### src/rtl/bio_pkg.sv
// Shared types for the block port transfer engine.
// Assumes an 8-bit data path and a 16-bit address formed from two bytes.
package bio_pkg;

    localparam int BYTE_W = 8;
    localparam int ADDR_W = 2 * BYTE_W;

    // Bit positions inside the flag byte
    localparam int FL_SIGN  = 7;
    localparam int FL_ZERO  = 6;
    localparam int FL_B5    = 5;
    localparam int FL_HALF  = 4;
    localparam int FL_B3    = 3;
    localparam int FL_PAR   = 2;
    localparam int FL_NEG   = 1;
    localparam int FL_CARRY = 0;

    typedef enum logic [2:0] {
        ST_IDLE,
        ST_IN_PORT,
        ST_IN_MEM,
        ST_OUT_MEM,
        ST_OUT_PORT
    } bio_state_e;

    typedef struct packed {
        logic to_port;
        logic down;
        logic again;
    } bio_op_t;

endpackage

### src/rtl/bio_flag_calc.sv
// Flag generator for one transfer iteration.
// Purely combinational; assumes the caller selects the addend per direction.
module bio_flag_calc
    import bio_pkg::*;
(
    input  logic [BYTE_W-1:0] xfer_byte,
    input  logic [BYTE_W-1:0] new_b,
    input  logic [BYTE_W-1:0] addend,
    output logic [BYTE_W-1:0] flags
);

    logic       k_over;
    logic [2:0] k_low;

    // Carry out of the byte sum and its three low bits
    always_comb begin
        k_over = ({1'b0, xfer_byte} + {1'b0, addend}) > 9'd255;
        k_low  = xfer_byte[2:0] + addend[2:0];
    end

    // Assemble the flag byte
    always_comb begin
        flags           = '0;
        flags[FL_SIGN]  = new_b[7];
        flags[FL_ZERO]  = (new_b == '0);
        flags[FL_B5]    = new_b[5];
        flags[FL_HALF]  = k_over;
        flags[FL_B3]    = new_b[3];
        flags[FL_PAR]   = ~^({5'b0, k_low} ^ new_b);
        flags[FL_NEG]   = xfer_byte[7];
        flags[FL_CARRY] = k_over;
    end

endmodule

### src/rtl/bio_seq.sv
// Iteration sequencer: latches operands on start, runs the two handshaked
// accesses of each iteration, then updates counter, pointer and flags.
// Assumes acknowledges are single-cycle pulses answering a held request.
module bio_seq
    import bio_pkg::*;
#(
    parameter int CYC_MORE = 21,
    parameter int CYC_LAST = 16,
    parameter int CNT_W    = 5
) (
    input  logic              clk,
    input  logic              rst_n,
    input  logic              start,
    input  bio_op_t           op_i,
    input  logic [BYTE_W-1:0] b_in,
    input  logic [BYTE_W-1:0] c_in,
    input  logic [ADDR_W-1:0] hl_in,
    output logic              mem_req,
    output logic              mem_we,
    output logic [ADDR_W-1:0] mem_addr,
    output logic [BYTE_W-1:0] mem_wdata,
    input  logic [BYTE_W-1:0] mem_rdata,
    input  logic              mem_ack,
    output logic              io_req,
    output logic              io_we,
    output logic [ADDR_W-1:0] io_addr,
    output logic [BYTE_W-1:0] io_wdata,
    input  logic [BYTE_W-1:0] io_rdata,
    input  logic              io_ack,
    output logic [BYTE_W-1:0] calc_byte,
    output logic [BYTE_W-1:0] calc_new_b,
    output logic [BYTE_W-1:0] calc_addend,
    input  logic [BYTE_W-1:0] calc_flags,
    output logic [BYTE_W-1:0] b_q,
    output logic [ADDR_W-1:0] hl_q,
    output logic [BYTE_W-1:0] f_q,
    output logic [CNT_W-1:0]  step_cycles,
    output logic              step_valid,
    output logic              done
);

    bio_state_e        state;
    bio_op_t           op_q;
    logic [BYTE_W-1:0] c_q;
    logic [BYTE_W-1:0] byte_q;
    logic [BYTE_W-1:0] nb;
    logic [ADDR_W-1:0] nhl;
    logic              last;
    logic              fin;

    // Next counter, pointer and loop decision for the running iteration
    always_comb begin
        nb   = b_q - 1'b1;
        nhl  = op_q.down ? hl_q - 1'b1 : hl_q + 1'b1;
        last = !(op_q.again && (nb != '0));
        fin  = ((state == ST_IN_MEM) && mem_ack) || ((state == ST_OUT_PORT) && io_ack);
    end

    // Operands handed to the flag generator
    always_comb begin
        calc_byte   = byte_q;
        calc_new_b  = nb;
        calc_addend = op_q.to_port ? nhl[BYTE_W-1:0]
                    : (op_q.down ? c_q - 1'b1 : c_q + 1'b1);
    end

    // Bus requests decoded from the state
    always_comb begin
        mem_req   = (state == ST_IN_MEM) || (state == ST_OUT_MEM);
        mem_we    = (state == ST_IN_MEM);
        mem_addr  = hl_q;
        mem_wdata = byte_q;
        io_req    = (state == ST_IN_PORT) || (state == ST_OUT_PORT);
        io_we     = (state == ST_OUT_PORT);
        io_addr   = (state == ST_OUT_PORT) ? {nb, c_q} : {b_q, c_q};
        io_wdata  = byte_q;
    end

    // State machine and architectural result registers
    always_ff @(posedge clk) begin
        if (!rst_n) begin
            state       <= ST_IDLE;
            op_q        <= '0;
            c_q         <= '0;
            byte_q      <= '0;
            b_q         <= '0;
            hl_q        <= '0;
            f_q         <= '0;
            step_cycles <= '0;
            step_valid  <= 1'b0;
            done        <= 1'b0;
        end else begin
            step_valid <= 1'b0;
            done       <= 1'b0;
            case (state)
                ST_IDLE: begin
                    if (start) begin
                        op_q  <= op_i;
                        b_q   <= b_in;
                        c_q   <= c_in;
                        hl_q  <= hl_in;
                        state <= op_i.to_port ? ST_OUT_MEM : ST_IN_PORT;
                    end
                end
                ST_IN_PORT: begin
                    if (io_ack) begin
                        byte_q <= io_rdata;
                        state  <= ST_IN_MEM;
                    end
                end
                ST_OUT_MEM: begin
                    if (mem_ack) begin
                        byte_q <= mem_rdata;
                        state  <= ST_OUT_PORT;
                    end
                end
                ST_IN_MEM, ST_OUT_PORT: begin
                    if (fin) begin
                        b_q         <= nb;
                        hl_q        <= nhl;
                        f_q         <= calc_flags;
                        step_valid  <= 1'b1;
                        step_cycles <= last ? CNT_W'(CYC_LAST) : CNT_W'(CYC_MORE);
                        done        <= last;
                        if (last)
                            state <= ST_IDLE;
                        else
                            state <= op_q.to_port ? ST_OUT_MEM : ST_IN_PORT;
                    end
                end
                default: state <= ST_IDLE;
            endcase
        end
    end

    AST_ONE_BUS: assert property (@(posedge clk) disable iff (!rst_n)
        !(mem_req && io_req));
    AST_IO_HELD: assert property (@(posedge clk) disable iff (!rst_n)
        io_req && !io_ack |=> io_req && $stable(io_addr) && $stable(io_we));
    AST_MEM_HELD: assert property (@(posedge clk) disable iff (!rst_n)
        mem_req && !mem_ack |=> mem_req && $stable(mem_addr) && $stable(mem_we));
    AST_B_STEP: assert property (@(posedge clk) disable iff (!rst_n)
        step_valid |-> b_q == $past(b_q) - 8'd1);
    AST_LAST_COST: assert property (@(posedge clk) disable iff (!rst_n)
        step_valid && done |-> step_cycles == CNT_W'(CYC_LAST));
    AST_MORE_COST: assert property (@(posedge clk) disable iff (!rst_n)
        step_valid && !done |-> step_cycles == CNT_W'(CYC_MORE) && b_q != '0);
    AST_BUSY_START: assert property (@(posedge clk) disable iff (!rst_n)
        state != ST_IDLE |=> $stable(op_q) && $stable(c_q));

endmodule

### src/rtl/bio_xfer_unit.sv
// Block port transfer engine top: joins the sequencer and the flag
// generator. Assumes the surrounding core holds operands only at start.
module bio_xfer_unit #(
    parameter int CYC_MORE = 21,
    parameter int CYC_LAST = 16,
    parameter int CNT_W    = 5
) (
    input  logic        clk,
    input  logic        rst_n,
    input  logic        start,
    input  logic        op_to_port,
    input  logic        op_down,
    input  logic        op_repeat,
    input  logic [7:0]  b_in,
    input  logic [7:0]  c_in,
    input  logic [15:0] hl_in,
    output logic        mem_req,
    output logic        mem_we,
    output logic [15:0] mem_addr,
    output logic [7:0]  mem_wdata,
    input  logic [7:0]  mem_rdata,
    input  logic        mem_ack,
    output logic        io_req,
    output logic        io_we,
    output logic [15:0] io_addr,
    output logic [7:0]  io_wdata,
    input  logic [7:0]  io_rdata,
    input  logic        io_ack,
    output logic [7:0]  b_out,
    output logic [15:0] hl_out,
    output logic [7:0]  f_out,
    output logic [CNT_W-1:0] step_cycles,
    output logic        step_valid,
    output logic        done
);

    bio_pkg::bio_op_t op_sel;
    logic [7:0]       calc_byte;
    logic [7:0]       calc_new_b;
    logic [7:0]       calc_addend;
    logic [7:0]       calc_flags;

    // Pack the operation selection
    always_comb begin
        op_sel.to_port = op_to_port;
        op_sel.down    = op_down;
        op_sel.again   = op_repeat;
    end

    bio_seq #(
        .CYC_MORE (CYC_MORE),
        .CYC_LAST (CYC_LAST),
        .CNT_W    (CNT_W)
    ) u_seq (
        .clk         (clk),
        .rst_n       (rst_n),
        .start       (start),
        .op_i        (op_sel),
        .b_in        (b_in),
        .c_in        (c_in),
        .hl_in       (hl_in),
        .mem_req     (mem_req),
        .mem_we      (mem_we),
        .mem_addr    (mem_addr),
        .mem_wdata   (mem_wdata),
        .mem_rdata   (mem_rdata),
        .mem_ack     (mem_ack),
        .io_req      (io_req),
        .io_we       (io_we),
        .io_addr     (io_addr),
        .io_wdata    (io_wdata),
        .io_rdata    (io_rdata),
        .io_ack      (io_ack),
        .calc_byte   (calc_byte),
        .calc_new_b  (calc_new_b),
        .calc_addend (calc_addend),
        .calc_flags  (calc_flags),
        .b_q         (b_out),
        .hl_q        (hl_out),
        .f_q         (f_out),
        .step_cycles (step_cycles),
        .step_valid  (step_valid),
        .done        (done)
    );

    bio_flag_calc u_flags (
        .xfer_byte (calc_byte),
        .new_b     (calc_new_b),
        .addend    (calc_addend),
        .flags     (calc_flags)
    );

endmodule

### config.mk
export PLATFORM = sky130hd
export DESIGN_NAME = bio_xfer_unit
export DESIGN_NICKNAME = d
export VERILOG_FILES = /design/src/rtl/bio_pkg.sv /design/src/rtl/bio_flag_calc.sv /design/src/rtl/bio_seq.sv /design/src/rtl/bio_xfer_unit.sv
export SDC_FILE = /design/constraint.sdc
export NUM_CORES = 1
export LEC_CHECK = 0
export BUFFER_PORTS_ARGS = -buffer_cell sky130_fd_sc_hd__buf_2
export CAP_MARGIN = 20
export CORE_UTILIZATION = 56
export DETAILED_ROUTE_END_ITERATION = 12
export PLACE_DENSITY = 0.95
export SYNTH_ARGS = -nofsm -noshare
export SYNTH_HDL_FRONTEND = slang
export SYNTH_HIERARCHICAL = 1
export SYNTH_SLANG_ARGS = --single-unit
### constraint.sdc
create_clock -name clk -period 8.2 [get_ports clk]
set_input_delay 2.46 -clock clk [delete_from_list [all_inputs] [get_ports clk]]
set_output_delay 2.46 -clock clk [all_outputs]
set_load 0.02 [all_outputs]
==> metrics.txt, run 1 <==
status=complete, no violations; Die Wd=around 92 um; Die Ht=92.0 um; top-area cell type share of the netlist area=0.256; ys flop type=dfxtp_1; reg2reg start=u_seq/op_q[1]; Final Hold Fails=0; Nets=788; most instantiated library cell after synthesis=nand2_1; Max Root-Sink Buffers=2; TritonCTS Buffers=9; Post-synth EDFFs=0; hold buffer count at CTS=0; CTS HTree Levels=3; dpl cell area=0.00496 mm2; first-pass detailed-route iteration total=6; IO Pins=about 150; grt total ovfl=0; DRC Markers=0; met2 wire length=between 6000 and 7000 um; Die ar.=approximately 0.0085 mm2; WL met1=4970 um; Final Cycle Share=0.579; routability cong.=approximately 0.9; post-route ant nets=0; final instance area=between 0.005 and 0.006 mm2; Mapped Avg Cell Area=between 7 and 8 um2; largest net degree at the start of global routing=47; # diodes=0; post-cts sizing count=0; final std cells w/o fill=between 800 and 900; Leakage Power=approximately 2.5 nW; GR Util All Layers=0.294; type of the worst setup path=register to output port; setup tns final=0 ns; Synth Instances=between 600 and 700; Clock Latency Late Sink=between 0.3 and 0.4 ns; Synth Register Bits=58; setup violators final=0; vias=between 4,000 and 5,000; RSZ-0062 raised after global routing=false; cell taking the most area after synthesis=dfxtp_1; power density over the cells=207 mW/mm2; met3 routed WL=around 960 um; clk sinks=58; row cnt=32; crit path DAT=between 2 and 2.5 ns; placed insts=between 700 and 800; Clock Skew=0.0105 ns; synth unique cells=62; Post-CTS Setup Inserts=0; CTS tree=done; share of layout cells above drive strength 1=0.250; DP HPWL=slightly below 9000 um; CP max FO=26; Final Slew Violations=0; total power=1.07 mW; vias in the first global route=about 4,400; Max-Cap Viols=0; Post-Syn Area=around 0.0045 mm2; number of I/O port buffers=between 100 and 150; Max Fclk=0.210 GHz; core area=0.00777 mm2; most frequent cells after synthesis=nand2_1 (87), a21oi_1 (73), dfxtp_1 (58); Hold Crit Class=register to register; first-pass GRT wire length=roughly 20,000 um; data required time of the worst path=roughly 5.7 ns; Synth warnings=6; Period minus WS final=4.75 ns; wire per inst=15.4 um; slew margin rel.=0.271; Clock transition at path regs=approximately 0.080 ns; antenna violations before repair=0; Critical Path Source Type=register; Seq/Total Area, Yosys=0.256; area grow syn2layout=13.9%; Starting DRT DRC Count=between 200 and 300; Initial Util=0.583; CTS root buffer=clkbuf_8; Max VDD drop=between 100 and 150 uV; Worst-Margin Slew=about 1.1 ns; DR top layer=met4; DRT Wirelength=about 12,000 um; CP Capture Type=output port; via-per-instance ratio=around 5.8; Worst Setup SP=u_seq/state[0]; main area contributors after synthesis=dfxtp_1 (26%), ha_1 (8.6%), a21oi_1 (8.1%); post-synthesis async set-or-reset flop share=0; hold wc startpoint=u_seq/f_q[4]
==> final timing paths <==
check / slack (ns) / endpoint / depth (start not counted)
worst min-delay path: 0.46 / u_seq/f_q[4] / 2
worst max-delay path: 3.45 / io_addr[14] / 6
worst min register to register: 0.46 / u_seq/f_q[4] / 2
worst max register to register: 4.11 / u_seq/f_q[4] / 12
==> per-layer routing <==
metal,track usage,up-vias
met5,0,-
met4,0.107,0
met3,0.0556,33
met2,0.526,244
met1,0.349,2121
li1,-,2236
==> cell families (layout without fill, tap and decap cells) <==
logic type / count (synthesis) / count (layout) / share of synthesized area
buffers and inverters: 98 / 189 / 0.118
AND/OR/NAND/NOR: 217 / 217 / 0.221
multiplexers: 6 / 6 / 0.0133
other: 1 / 2 / 0.000827
adder cells (fa/ha/maj): 34 / 34 / 0.0988
XOR/XNOR: 37 / 37 / 0.0748
AO/OA/AOI/OAI: 160 / 160 / 0.217
flip-flops: 58 / 58 / 0.256
==> layout by cell type (no fill, tap or decap), types with 9 or more instances in the layout <==
cell type,instances
inv_1,24
a21oi_1,73
xor2_1,11
dfxtp_1,58
xnor2_1,24
nor3_1,10
ha_1,31
nand3_1,17
nor2b_1,9
nand2_1,87
o21ai_0,23
nand2b_1,10
nor2_1,54
o211ai_1,10
clkbuf_8,10
buf_2,144
or3_1,9
==> flip-flops by register name, indices dropped and copies added (netlist names) <==
name and count:
u_seq/step_valid 1, u_seq/done 1, u_seq/op_q 3, u_seq/c_q 8
u_seq/step_cycles 2, u_seq/state 3, u_seq/b_q 8, u_seq/f_q 8
u_seq/calc_byte 8, u_seq/hl_q 16
==> metrics by stage <==
step           utilization  setup slack (ns)  hold WS [ns]
2_1_floorplan            -              3.93         0.437
3_3_place_gp         0.638              4.00         0.441
3_5_place_dp         0.638              3.87         0.448
4_1_cts              0.662              3.48         0.465
5_1_grt              0.664              3.29         0.485
6_report             0.664              3.45         0.463
==> critical path, cell delays in order (launching register included) <==
cell	delay [ns]
dfxtp_1	0.82
nor2_1	0.16
and2_1	0.32
nand2_1	0.19
nor2_1	0.07
xor2_1	0.18
buf_2	0.20
==> layout make-up <==
type / instances / area (um2)
fill: 669 / 2610
clock inverter: 6 / 50.0
multi-input combinational: 456 / 2840
timing repair buffer: 148 / 751
inverter: 25 / 93.8
tap: 102 / 128
clock buffer: 10 / 138
sequential: 58 / 1160
==> power breakdown <==
| part | switching, mW | total [mW] | internal, mW | leakage (nW) |
|---|---|---|---|---|
| registers | 0.0419 | 0.350 | 0.308 | 0.475 |
| clock network | 0.129 | 0.250 | 0.121 | 0.0895 |
| logic | 0.276 | 0.466 | 0.190 | 1.93 |
(Power assumes the default switching activity.)
==> run 2, diff against run 1 <==
CORE_UTILIZATION = 47   (was 56)
PLACE_DENSITY = 0.89   (was 0.95)
clock period = 4.3 ns   (was 8.2 ns; I/O delays follow)
==> metrics.txt, run 2 (same netlist as run 1, synthesis figures left out) <==
DP Worst Slack=1.15 ns; Sw Pwr=~0.80 mW; slew margin rel.=0.361; vias=~4,400; crit path DAT=2.01 ns; WL met1=roughly 5300 um; Nets=793; via-per-instance ratio=around 5.3; Max Fclk=approximately 0.30 GHz; area grow syn2layout=16.1%; Max Root-Sink Buffers=2; Die Wd=approximately 100 um; setup violators final=0; core area=a little over 0.009 mm2; largest net degree at the start of global routing=47; first-pass detailed-route iteration total=4; CTS HTree Levels=3; Critical Path Source Type=register; GR Util All Layers=0.230; Hold Crit Class=register to register; vias in the first global route=3,826; total power=around 2.1 mW; Max-Cap Viols=0; RSZ-0062 raised after global routing=false; routability cong.=about 0.91; CTS root buffer=clkbuf_8; switch share=0.383; wire per inst=13.7 um; CTS tree=done; DRC Markers=0; first-pass GRT wire length=18,500 um; IO Pins=147; most common cell after layout, fill and taps aside=buf_2; DR top layer=met4; power density over the cells=approximately 400 mW/mm2; CP max FO=26; placed insts=about 800; Post-CTS Setup Inserts=0; setup tns final=0 ns; hold buffer count at CTS=0; final setup margin=0.996 ns; DRT Wirelength=11,400 um; power share of the sequential group=0.312; met3 routed WL=roughly 600 um; Clock Latency Late Sink=0.34 ns; post-route ant nets=0; status=complete, no violations; Die Ht=between 100 and 150 um; Starting DRT DRC Count=roughly 220; antenna violations before repair=0; data required time of the worst path=between 3 and 4 ns; Leakage Power=roughly 2.5 nW; Clock power frac=0.269; CP Capture Type=output port; fillers=between 900 and 1,000; grt total ovfl=0; Internal=1.29 mW; most frequent cells in the layout=buf_2 (144), nand2_1 (87), a21oi_1 (73), dfxtp_1 (58), nor2_1 (54); max FFs per register=16; Max VDD drop=between 150 and 200 uV; row cnt=35; # diodes=0; Period minus WS final=between 3 and 4 ns; Worst-Margin Slew=around 0.96 ns; Final Slew Violations=0; Initial Util=0.488; TritonCTS Buffers=9; largest reg by FF count=u_seq/hl_q; clk sinks=a little under 60; register area=roughly 0.0012 mm2; area occupied by multi-input gates=approximately 0.0028 mm2; Gate power share=0.419; utilization after layout=0.567; share of layout cells above drive strength 1=0.254; type of the worst setup path=register to output port; Die ar.=between 0.01 and 0.015 mm2; post-cts sizing count=0; Final Cycle Share=0.768; Clock Skew=between 0.008 and 0.009 ns; final std cells w/o fill=about 840; DP HPWL=around 8500 um; number of I/O port buffers=about 140; met2 wire length=~5400 um; Final Hold Fails=0; Clock transition at path regs=~0.070 ns
## run 2: worst paths after layout
path / to / slack (ns) / cells after the start / from
setup / recovery: io_addr[12] / 1.0 / 7 / u_seq/state[0]
hold / removal: u_seq/f_q[4] / 0.45 / 2 / u_seq/f_q[4]
hold reg to reg: u_seq/f_q[4] / 0.45 / 2 / u_seq/f_q[4]
setup reg to reg: u_seq/f_q[0] / 1.12 / 13 / u_seq/op_q[1]
## run 2: layer usage
metal  vias up  global-route usage
li1       2246                   -
met1      2006               0.306
met2       137               0.381
met3        15              0.0299
met4         0              0.0881
met5         -                   0
## run 2: stage by stage
stage | hold slack (ns) | area [um2]
after floorplan | 0.437 | 4540
after global placement | 0.440 | 5040
after detailed placement | 0.445 | 5040
after CTS | 0.455 | 5260
after global routing | 0.473 | 5260
final | 0.453 | 5260
## run 2: power groups by stage
stage / combinational, mW / sequential [mW] / clock [mW]
floorplan: 0.675 / 0.699 / 0
global placement: 0.861 / 0.665 / 0
detailed placement: 0.872 / 0.666 / 0
CTS: 0.879 / 0.654 / 0.574
global route: 0.967 / 0.664 / 0.599
finish: 0.880 / 0.654 / 0.564
## run 2: critical path, stage by stage, from the launching register on
cell     delay, ns
dfxtp_1       0.30
buf_4         0.20
nor2_1        0.14
and2_1        0.34
nand2_1       0.16
nor3_1        0.19
xor2_1        0.15
buf_2         0.17
## run 2: area by class of cell
class	instances	share of cell area
clock inverter	5	0.0147
multi-input combinational	456	0.539
timing repair buffer	153	0.150
sequential	58	0.221
inverter	25	0.0178
tap	129	0.0307
clock buffer	11	0.0269
==> run 3, diff against run 2 <==
ABC_AREA = 1   (was default)
CORE_UTILIZATION = 52   (was 47)
PLACE_DENSITY = 0.92   (was 0.89)
clock period = 3.45 ns   (was 4.3 ns; I/O delays follow)
==> metrics.txt, run 3 <==
grt total ovfl=0; Synth warnings=6; fillers=between 800 and 900; Worst-Margin Slew=roughly 0.70 ns; data required time of the worst path=between 2 and 2.5 ns; first-pass GRT wire length=between 15,000 and 20,000 um; DRT Wirelength=between 10,000 and 15,000 um; Die ar.=just over 0.009 mm2; CTS HTree Levels=3; Max-Cap Viols=0; most frequent cells in the layout=nand2_1 (174), buf_2 (144), inv_1 (72), o21ai_0 (64), nor2_1 (60); Synth Instances=around 710; synth unique cells=38; first-pass detailed-route iteration total=6; vias in the first global route=roughly 4,100; power share of the sequential group=0.206; Slowest-stage cell, CP=o21ai_0; Seq/Total Area, Yosys=0.250; number of I/O port buffers=between 100 and 150; Critical Path Source Type=register; top-area cell type share of the netlist area=0.250; CP top delay family=compound AO/OA/AOI/OAI gates; Final Slew Violations=0; Synth Register Bits=58; via-per-instance ratio=~5.3; post-route ant nets=0; most instantiated library cell after synthesis=nand2_1; CTS tree=done; Final Hold Fails=0; clk sinks=58; setup violators final=0; ys flop type=dfxtp_1; post-synthesis async set-or-reset flop share=0; Hold Slack=slightly below 0.5 ns; status=complete, no violations; Internal=between 2 and 3 mW; largest reg by FF count=u_seq/hl_q; Critical Path, Cell by Cell=inv_1 > ha_1 > nand2_1 > o21ai_0 > nand2_1 > o21ai_0 > buf_2; CP Capture Type=output port; RSZ-0062 raised after global routing=false; Post-synth EDFFs=0; # diodes=0; cell taking the most area after synthesis=dfxtp_1; routability cong.=0.947; Mapped Avg Cell Area=between 6 and 7 um2; post-cts sizing count=0; switch share=0.538; Nets=roughly 890; Buf/Inv on CP=2; TritonCTS Buffers=9; Sw Pwr=roughly 3 mW; Post-CTS Setup Inserts=0; Hold Crit Class=register to register; DP HPWL=slightly below 9000 um; Post-Syn Area=between 0.004 and 0.005 mm2; most frequent cells after synthesis=nand2_1 (174), inv_1 (72), o21ai_0 (64); CP max FO=9; Leakage Power=between 2 and 3 nW; GR Util All Layers=0.256; CP max stage delay=around 0.44 ns; type of the worst setup path=register to output port; Clock power frac=0.128; Gate power share=0.665; Clock transition at path regs=about 0.08 ns; Max Fclk=0.317 GHz; IO Pins=about 150; vias=approximately 4,800; area grow syn2layout=14.3%; most common cell after layout, fill and taps aside=nand2_1; Die Ht=~96 um; wire per inst=~13 um; max FFs per register=16; Max Root-Sink Buffers=2; slew margin rel.=0.533; Clock Skew=around 0.012 ns; power density over the cells=just over 1000 mW/mm2; share of layout cells above drive strength 1=0.242; Die Wd=96.5 um; hold buffer count at CTS=0; setup tns final=0 ns; largest net degree at the start of global routing=42; CTS root buffer=clkbuf_8; crit path DAT=2.12 ns; antenna violations before repair=0; row cnt=34; Starting DRT DRC Count=296; Initial Util=0.535; Max VDD drop=~520 uV; main area contributors after synthesis=dfxtp_1 (25%), nand2_1 (14%), ha_1 (8.4%); Period minus WS final=~3.2 ns; DRC Markers=0; Clock Latency Late Sink=between 0.3 and 0.4 ns; Final Cycle Share=0.914; core area=slightly below 0.009 mm2
run 3: changes by cell type after synthesis, moves of 10 or more:
| cell | change |
|---|---|
| nand3_1 | +20 |
| xnor2_1 | -14 |
| o21ai_0 | +41 |
| inv_1 | +48 |
| a21oi_1 | -37 |
| nand2_1 | +87 |
| a31oi_1 | +20 |
| clkbuf_1 | -16 |
| nand2b_1 | -10 |
run 3: kinds of logic (layout without fill, tap and decap cells):
family	Yosys count	in the layout	share of synthesized area
compound gates	145	145	0.170
xor+xnor	18	18	0.0340
fa+ha+maj	34	34	0.0965
buf+inv	147	248	0.164
flops	58	58	0.250
simple gates	302	302	0.284
other cells	1	2	0.000808
run 3: area by class of cell:
type                            count  area (um2)  share of cell area
Inverter                           83         314              0.0592
Clock buffer                       10         128              0.0241
Multi-Input combinational cell    501        2720               0.513
Sequential cell                    58        1160               0.219
Tap cell                          108         135              0.0255
Timing Repair Buffer              149         758               0.143
Clock inverter                      6        90.1              0.0170
run 3: metal layers:
layer	track usage	share of wire
met2	0.415	0.45
met3	0.0313	0.074
met1	0.342	0.46
met4	0.108	0.018
met5	0	0
run 3: tightest hold or removal path, delay by kind of cell, from the launching register on:
| kind | cells | cell delay [ns] |
|---|---|---|
| flip-flops | 1 | 0.33 |
| AND/OR/NAND/NOR | 2 | 0.12 |
run 3: worst paths after layout:
path	cells past startpoint	slack (ns)	end	start
min reg2reg	2	0.48	u_seq/step_cycles[4]	u_seq/step_cycles[4]
max	7	0.30	io_addr[14]	u_seq/b_q[0]
max reg2reg	15	0.54	u_seq/f_q[4]	u_seq/op_q[1]
min	2	0.48	u_seq/step_cycles[4]	u_seq/step_cycles[4]
run 3: stage by stage:
stage,total power [mW],util,cell area [um2],worst slack (ns),std cells
floorplan,4.14,-,4640,0.330,706
global placement,4.68,0.586,5090,0.641,899
detailed placement,4.77,0.586,5090,0.584,899
CTS,5.51,0.611,5310,0.315,915
global route,6.04,0.611,5310,0.103,915
finish,5.52,0.611,5310,0.296,915
run 3: power by group through the flow:
| stage | sequential (mW) | clock, mW | combinational (mW) |
|---|---|---|---|
| 2_1_floorplan | 1.29 | 0 | 2.85 |
| 3_3_place_gp | 1.14 | 0 | 3.53 |
| 3_5_place_dp | 1.15 | 0 | 3.62 |
| 4_1_cts | 1.14 | 0.726 | 3.64 |
| 5_1_grt | 1.17 | 0.747 | 4.12 |
| 6_report | 1.14 | 0.706 | 3.67 |
